### config.mk
export PLATFORM = sky130hd
export DESIGN_NAME = a2s_adapter
export DESIGN_NICKNAME = d
export VERILOG_FILES = /design/src/rtl/a2s_pkg.sv /design/src/rtl/a2s_rx.sv /design/src/rtl/a2s_fifo.sv /design/src/rtl/a2s_ser.sv /design/src/rtl/a2s_adapter.sv
export SDC_FILE = /design/constraint.sdc
export NUM_CORES = 1
export LEC_CHECK = 0
export CORE_MARGIN = 2
export CORE_UTILIZATION = 32
export DETAILED_ROUTE_END_ITERATION = 16
export PLACE_DENSITY = 0.49
export SETUP_SLACK_MARGIN = 0.15
export SLEW_MARGIN = 20
export SYNTH_ARGS = -nofsm -noshare
export SYNTH_HDL_FRONTEND = slang
export SYNTH_HIERARCHICAL = 1
export SYNTH_SLANG_ARGS = --single-unit
### constraint.sdc
create_clock -name clk -period 2.95 [get_ports clk]
set_clock_uncertainty 0.05 [all_clocks]
set_input_delay 0.59 -clock clk [delete_from_list [all_inputs] [get_ports clk]]
set_output_delay 0.59 -clock clk [all_outputs]
set_load 0.005 [all_outputs]
### src/rtl/a2s_pkg.sv
package a2s_pkg;

    localparam int MAX_DATA = 9;

    typedef struct packed {
        logic                brk;
        logic [MAX_DATA-1:0] data;
    } a2s_item_t;

    typedef enum logic [2:0] {
        RX_IDLE, RX_START, RX_DATA, RX_STOP, RX_BREAK, RX_HUNT
    } rx_state_t;

    typedef enum logic [1:0] {
        SR_MARK, SR_FRAME, SR_BRK
    } sr_state_t;

    function automatic logic [3:0] data_bits(input logic [1:0] f);
        return 4'd6 + {2'b00, f};
    endfunction

    function automatic logic [3:0] char_len(input logic [1:0] f);
        return 4'd8 + {2'b00, f};
    endfunction

    function automatic logic [7:0] brk_len(input logic [1:0] f);
        return {3'b000, char_len(f), 1'b0} + 8'd3;
    endfunction

endpackage

### src/rtl/a2s_rx.sv
module a2s_rx
    import a2s_pkg::*;
#(
    parameter int OSR = 16
) (
    input  logic       clk,
    input  logic       rst,
    input  logic       os_tick,
    input  logic       line_in,
    input  logic [1:0] fmt,
    output logic       push,
    output a2s_item_t  item,
    output logic       brk_active
);
    localparam int CW  = $clog2(OSR);
    localparam int MID = OSR / 2;

    rx_state_t           st;
    logic [CW-1:0]       cnt;
    logic [3:0]          idx;
    logic [MAX_DATA-1:0] data;
    logic                l1, l2;
    logic [2:0]          samp;
    logic                maj, eval, bit_end;
    logic [3:0]          nbits;

    assign nbits   = data_bits(fmt);
    assign maj     = (samp[0] & samp[1]) | (samp[1] & samp[2]) | (samp[0] & samp[2]);
    assign eval    = os_tick && (cnt == CW'(MID + 1));
    assign bit_end = os_tick && (cnt == CW'(OSR - 1));
    assign brk_active = (st == RX_BREAK);

    always_ff @(posedge clk) begin
        if (rst) begin
            l1 <= 1'b1; l2 <= 1'b1; samp <= 3'b111;
            st <= RX_IDLE; cnt <= '0; idx <= '0; data <= '0;
            push <= 1'b0; item <= '0;
        end else begin
            l1 <= line_in;
            l2 <= l1;
            push <= 1'b0;
            if (os_tick) samp <= {samp[1:0], l2};
            if (os_tick && st != RX_IDLE)
                cnt <= (cnt == CW'(OSR - 1)) ? '0 : cnt + 1'b1;
            unique case (st)
                RX_IDLE: if (os_tick && !l2) begin
                    st <= RX_START; cnt <= CW'(1); data <= '0;
                end
                RX_START: begin
                    if (eval && maj) st <= RX_IDLE;
                    else if (bit_end) begin st <= RX_DATA; idx <= '0; end
                end
                RX_DATA: begin
                    if (eval) data[idx] <= maj;
                    if (bit_end) begin
                        if (idx == nbits - 4'd1) st <= RX_STOP;
                        else idx <= idx + 4'd1;
                    end
                end
                RX_STOP: if (eval) begin
                    if (maj) begin
                        push <= 1'b1; item <= '{brk: 1'b0, data: data}; st <= RX_IDLE;
                    end else if (data == '0) begin
                        push <= 1'b1; item <= '{brk: 1'b1, data: '0}; st <= RX_BREAK;
                    end else st <= RX_HUNT;
                end
                default: if (l2) st <= RX_IDLE;
            endcase
        end
    end

    // a break item is only produced when the line has gone to space
    a_r6_break_on_space: assert property (@(posedge clk) disable iff (rst)
        (push && item.brk) |-> !l2);

endmodule

### src/rtl/a2s_fifo.sv
module a2s_fifo
    import a2s_pkg::*;
#(
    parameter int DEPTH = 2
) (
    input  logic      clk,
    input  logic      rst,
    input  logic      push,
    input  a2s_item_t din,
    input  logic      pop,
    output a2s_item_t head,
    output logic      empty
);
    localparam int AW = (DEPTH > 1) ? $clog2(DEPTH) : 1;
    localparam int CW = $clog2(DEPTH + 1);

    a2s_item_t     mem [DEPTH];
    logic [AW-1:0] wp, rp;
    logic [CW-1:0] cnt;
    logic          full, do_push, do_pop;

    assign empty   = (cnt == '0);
    assign full    = (cnt == CW'(DEPTH));
    assign do_push = push && !full;
    assign do_pop  = pop && !empty;
    assign head    = mem[rp];

    always_ff @(posedge clk) begin
        if (do_push) mem[wp] <= din;
    end

    always_ff @(posedge clk) begin
        if (rst) begin
            wp <= '0; rp <= '0; cnt <= '0;
        end else begin
            if (do_push) wp <= (wp == AW'(DEPTH - 1)) ? '0 : wp + 1'b1;
            if (do_pop)  rp <= (rp == AW'(DEPTH - 1)) ? '0 : rp + 1'b1;
            case ({do_push, do_pop})
                2'b10:   cnt <= cnt + 1'b1;
                2'b01:   cnt <= cnt - 1'b1;
                default: cnt <= cnt;
            endcase
        end
    end

    // characters are only taken from a non-empty buffer
    a_r3_pop_nonempty: assert property (@(posedge clk) disable iff (rst)
        pop |-> !empty);
    // occupancy never exceeds the buffer depth
    a_r3_count_bound: assert property (@(posedge clk) disable iff (rst)
        cnt <= CW'(DEPTH));

endmodule

### src/rtl/a2s_ser.sv
module a2s_ser
    import a2s_pkg::*;
#(
    parameter int RATION_BASIC = 7,
    parameter int RATION_EXT   = 3,
    parameter int RW           = 4,
    parameter int BW           = 8
) (
    input  logic      clk,
    input  logic      rst,
    input  logic      bit_stb,
    input  logic [1:0] fmt,
    input  logic      ext_range,
    input  logic      brk_active,
    input  logic      empty,
    input  a2s_item_t head,
    output logic      pop,
    output logic      ser_bit
);
    sr_state_t           st;
    logic [3:0]          pos, tail;
    logic [MAX_DATA-1:0] shreg;
    logic [RW-1:0]       ration, thr;
    logic [BW-1:0]       bcnt;
    logic [3:0]          nbits, mlen;
    logic                del_ok;

    assign nbits  = data_bits(fmt);
    assign mlen   = char_len(fmt);
    assign thr    = ext_range ? RW'(RATION_EXT) : RW'(RATION_BASIC);
    assign del_ok = !empty && !head.brk && (ration >= thr);

    always_comb begin
        pop = 1'b0;
        if (bit_stb) begin
            if (st == SR_MARK)                         pop = !empty;
            else if (st == SR_FRAME && pos == nbits)   pop = del_ok;
        end
    end

    always_ff @(posedge clk) begin
        if (rst) begin
            st <= SR_MARK; pos <= '0; tail <= '0; shreg <= '0;
            ration <= '1; bcnt <= '0; ser_bit <= 1'b1;
        end else if (bit_stb) begin
            unique case (st)
                SR_MARK: begin
                    if (!empty && head.brk) begin
                        st <= SR_BRK; ser_bit <= 1'b0; bcnt <= BW'(1); tail <= '0;
                    end else if (!empty) begin
                        st <= SR_FRAME; ser_bit <= 1'b0; pos <= '0; shreg <= head.data;
                    end else ser_bit <= 1'b1;
                end
                SR_FRAME: begin
                    if (pos != nbits) begin
                        ser_bit <= shreg[pos]; pos <= pos + 4'd1;
                    end else if (pop) begin
                        ser_bit <= 1'b0; pos <= '0; shreg <= head.data; ration <= '0;
                    end else begin
                        ser_bit <= 1'b1; st <= SR_MARK;
                        if (ration != '1) ration <= ration + 1'b1;
                    end
                end
                default: begin
                    if (bcnt >= brk_len(fmt) && tail >= mlen) begin
                        ser_bit <= 1'b1; st <= SR_MARK;
                    end else begin
                        ser_bit <= 1'b0;
                        if (bcnt != '1) bcnt <= bcnt + 1'b1;
                        if (!brk_active && tail != 4'hF) tail <= tail + 4'd1;
                    end
                end
            endcase
        end
    end

    // a regenerated space never ends before 2M+3 bits have gone out
    a_r6_break_min: assert property (@(posedge clk) disable iff (rst)
        ($past(st) == SR_BRK && st == SR_MARK) |-> bcnt >= brk_len(fmt));
    // a dropped stop bit is always followed at once by a start bit
    a_r4_drop_starts: assert property (@(posedge clk) disable iff (rst)
        (st == SR_FRAME && pos == nbits && pop) |=> (!ser_bit && pos == 4'd0));

endmodule

### src/rtl/a2s_adapter.sv
module a2s_adapter
    import a2s_pkg::*;
#(
    parameter int OSR       = 16,
    parameter int BUF_DEPTH = 2
) (
    input  logic       clk,
    input  logic       rst,
    input  logic       os_tick,
    input  logic       async_in,
    input  logic       sync_clk,
    input  logic [1:0] fmt,
    input  logic       ext_range,
    input  logic       bypass,
    output logic       sync_out
);
    logic [2:0] sc;
    logic       bit_stb, byp_q, push, pop, empty, brk_active, ser_bit, rx_line;
    a2s_item_t  rx_item, head;

    assign bit_stb  = sc[1] & ~sc[2];
    assign rx_line  = bypass ? 1'b1 : async_in;
    assign sync_out = bypass ? byp_q : ser_bit;

    always_ff @(posedge clk) begin
        if (rst) begin
            sc <= '0; byp_q <= 1'b1;
        end else begin
            sc    <= {sc[1:0], sync_clk};
            byp_q <= async_in;
        end
    end

    a2s_rx #(.OSR(OSR)) u_rx (
        .clk(clk), .rst(rst), .os_tick(os_tick), .line_in(rx_line), .fmt(fmt),
        .push(push), .item(rx_item), .brk_active(brk_active));

    a2s_fifo #(.DEPTH(BUF_DEPTH)) u_buf (
        .clk(clk), .rst(rst), .push(push), .din(rx_item), .pop(pop),
        .head(head), .empty(empty));

    a2s_ser u_ser (
        .clk(clk), .rst(rst), .bit_stb(bit_stb), .fmt(fmt), .ext_range(ext_range),
        .brk_active(brk_active), .empty(empty), .head(head), .pop(pop),
        .ser_bit(ser_bit));

    // outside bypass the output moves only on a sync clock strobe
    a_r2_out_on_strobe: assert property (@(posedge clk) disable iff (rst)
        (!bypass && !bit_stb) |=> (bypass || $stable(sync_out)));
    // in bypass the output is the input one clock later
    a_r8_bypass_follow: assert property (@(posedge clk) disable iff (rst)
        bypass |=> (!bypass || sync_out == $past(async_in)));

endmodule

==> impl_metrics.toml, run 1 <==
[power_and_ir_drop]
pwr_density_cell_nw_per_um2 = 496
ir_drop_mv = 0.265
p_leak_nw = 1.85
power_mw = 2.67

[global_route]
grt_max_degree = 35
busiest_layer = "met2"
use_met3 = 0.0353
grt_pass1_wl_um = 16600
first_global_vias = 3420
met1_usage = 0.163
track_usage = 0.128
overflow = 0
gr-usage-met2 = 0.207
antenna_found_initial = 0

[detailed_routing]
drt_iter0_markers = 124
wl_um = 9510
drc = 0
wl_per_cell_um = 13.8
viasPerCell = 5.02
vias = 3466
ant_nets = 0
firstDrtPassIters = 4

[timing]
hold_violations = 0
fmax_mhz = 379
fin_crit_ns = 2.64
worstMarginPinSlew_ns = 0.898
setup_viol = 0
slew_headroom = 0.399
fin_setup_tns_ns = 0
slew_violations = 0
finalCritPeriodShare = 0.894
rsz0062_at_grt = "yes"

[floorplanning]
die_h_um = 126
die_area_um2 = 15800
core_area_um2 = 14500
core.rowCount = 44
start_util = 0.327
top_level_ports = 10
die_x_um = 126

[layout]
instances_no_fill = 690
num_antenna_cells = 0
nets = 529
drive_gt1_frac = 0.138
layout_commonest_cell = "dfxtp_1"
final_cell_mix = "77 x dfxtp_1, 42 x a21oi_1, 39 x nor2_1"
area_growth_pct = 13.3
final_util = 0.370

[worst_setup_path]
critPathKind = "in2reg"
worst-r2r-cell-count = 9
end_kind = "register"
crit_required_ns = 3.18
cp.arrival_ns = 2.86
worstSetupStartpointType = "primary input"
worst-path-max-fanout = 4

[cts]
clock_sinks = 97
cts_max_path_buffers = 2
htree_levels = 3
post_cts_buffers = 0
cts_root_buf = "clkbuf_16"
tritoncts = "built"
cts_made_buffers = 9
cts.clk_slew.worst_paths_ns = 0.06
clock_latency_ns = 0.35

[synthesis]
syn_inst = 484
ys.flop_type = "dfxtp_1"
synth_area_leaders = "dfxtp_1 32%, edfxtp_1 13%, ha_1 5.0%"
synth_edf_count = 20
synth_cell_types = 79
yosysWarnings = 6
synth_seq_area_share = 0.451
syn_nets = 512
yosysTopAreaCell = "dfxtp_1"
syn_avg_cell_area_um2 = 9.82
synth_top_cell_area_share = 0.324
netlist_area_um2 = 4750
synth_seq_cells = 97
synthArstFlopShare = 0

[worst_hold_path]
hold_path_depth = 1
hp-class = "reg2reg"

[flow_run]
cap_violations = 0

[placed_design]
dp_hpwl_um = 6850
dp.cells = 674
portBuffers = 9
gp_congestion = 0.789

[run_status]
status = "finished clean"
registers in the layout (all words and copies together) (netlist names), named ones only:
register	count
byp_q	1
sc	3
u_buf/cnt	2
u_buf/mem	20
u_buf/rp	1
u_buf/wp	1
u_rx/cnt	4
u_rx/data	9
u_rx/idx	4
u_rx/item	10
u_rx/l1	1
u_rx/l2	1
u_rx/push	1
u_rx/samp	3
u_rx/st	3
u_ser/bcnt	8
u_ser/pos	4
u_ser/ration	4
u_ser/ser_bit	1
u_ser/shreg	9
u_ser/st	2
u_ser/tail	4
kinds of logic (layout without fill, tap and decap cells):
family | after synthesis | in the layout | share of synthesized area
AND/OR/NAND/NOR | 175 | 175 | 0.206
AO/OA/AOI/OAI | 115 | 115 | 0.164
flip-flops | 97 | 97 | 0.451
buffers and inverters | 35 | 57 | 0.0366
multiplexers | 30 | 30 | 0.0674
adder cells (fa/ha/maj) | 20 | 20 | 0.0524
XOR/XNOR | 12 | 12 | 0.0221
synthesized netlist by cell type (all sizes together), types with 11 or more instances:
cell type	instances
mux2i	17
edfxtp	20
o21ai	28
nor2	42
nor2b	11
buf	11
inv	17
a21oi	44
dfxtp	77
nand2	32
nor3	17
ha	19
nand3	13
mux2	13
final timing paths:
kind / start / end / slack (ns)
max reg2reg: register / u_buf/cnt[1] / 0.46
min: u_rx/l1 / u_rx/l2 / 0.37
min reg2reg: u_rx/l1 / u_rx/l2 / 0.37
max: fmt[1] / u_buf/cnt[1] / 0.31
what timing repair did:
| item | in CTS | in global routing |
|---|---|---|
| resized for setup | 0 | 3 |
| hold buffers | 0 | 0 |
| setup endpoints to repair | 0 | 7 |
| hold endpoints to repair | 0 | 0 |
layer usage:
layer / vias to the layer above / share of wire
met5: - / 0
met4: 0 / 0.020
met3: 12 / 0.027
met2: 29 / 0.46
met1: 1628 / 0.49
li1: 1797 / -
worst max-delay path, cell delays in order:
cell and delay (ns):
clkdlybuf4s50_1 0.49, buf_4 0.15, and4bb_1 0.25, o211a_1 0.20
nand2_2 0.07, a21oi_1 0.16, o21a_2 0.18, ha_1 0.26
or3_1 0.38, a21oi_1 0.14
report_power, final:
| part | total [mW] | internal, mW | leakage, nW | switching, mW |
|---|---|---|---|---|
| clock | 1.17 | 0.657 | 0.144 | 0.510 |
| combinational | 0.129 | 0.0567 | 0.936 | 0.0722 |
| sequential | 1.37 | 1.36 | 0.769 | 0.0180 |
per-stage QoR:
step / hold slack, ns / cell area, um^2 / worst slack, ns
6_report: 0.372 / 5380 / 0.312
4_1_cts: 0.378 / 5360 / 0.221
3_5_place_dp: 0.362 / 5070 / -0.132
2_1_floorplan: 0.339 / 4750 / 0.317
5_1_grt: 0.388 / 5380 / 0.144
3_3_place_gp: 0.361 / 5070 / -0.0237
cell type report:
cell class | instances | area (um^2)
timing repair buffer | 24 | 198
fill | 1493 | 9150
clock buffer | 9 | 225
tap | 184 | 230
multi-input combinational | 352 | 2450
sequential | 97 | 2140
inverter | 17 | 63.8
clock inverter | 7 | 68.8
Power figures use the tool's default switching activity.
==> run 2, diff against run 1 <==
--- a/config.mk
+++ b/config.mk
@@ -7,6 +7,7 @@
 export LEC_CHECK = 0
 export CORE_MARGIN = 2
 export CORE_UTILIZATION = 32
+export CTS_BUF_LIST = sky130_fd_sc_hd__clkbuf_16
 export DETAILED_ROUTE_END_ITERATION = 16
 export PLACE_DENSITY = 0.49
 export SETUP_SLACK_MARGIN = 0.15
==> results of run 2 <==
Final layout, timing and power as in run 1 (identical DEF).
==> run 3, diff against run 2 <==
--- a/config.mk
+++ b/config.mk
@@ -11,7 +11,6 @@
 export DETAILED_ROUTE_END_ITERATION = 16
 export PLACE_DENSITY = 0.49
 export SETUP_SLACK_MARGIN = 0.15
-export SLEW_MARGIN = 20
 export SYNTH_ARGS = -nofsm -noshare
 export SYNTH_HDL_FRONTEND = slang
 export SYNTH_HIERARCHICAL = 1
==> results of run 3 <==
Final layout, timing and power as in run 1 (identical DEF).
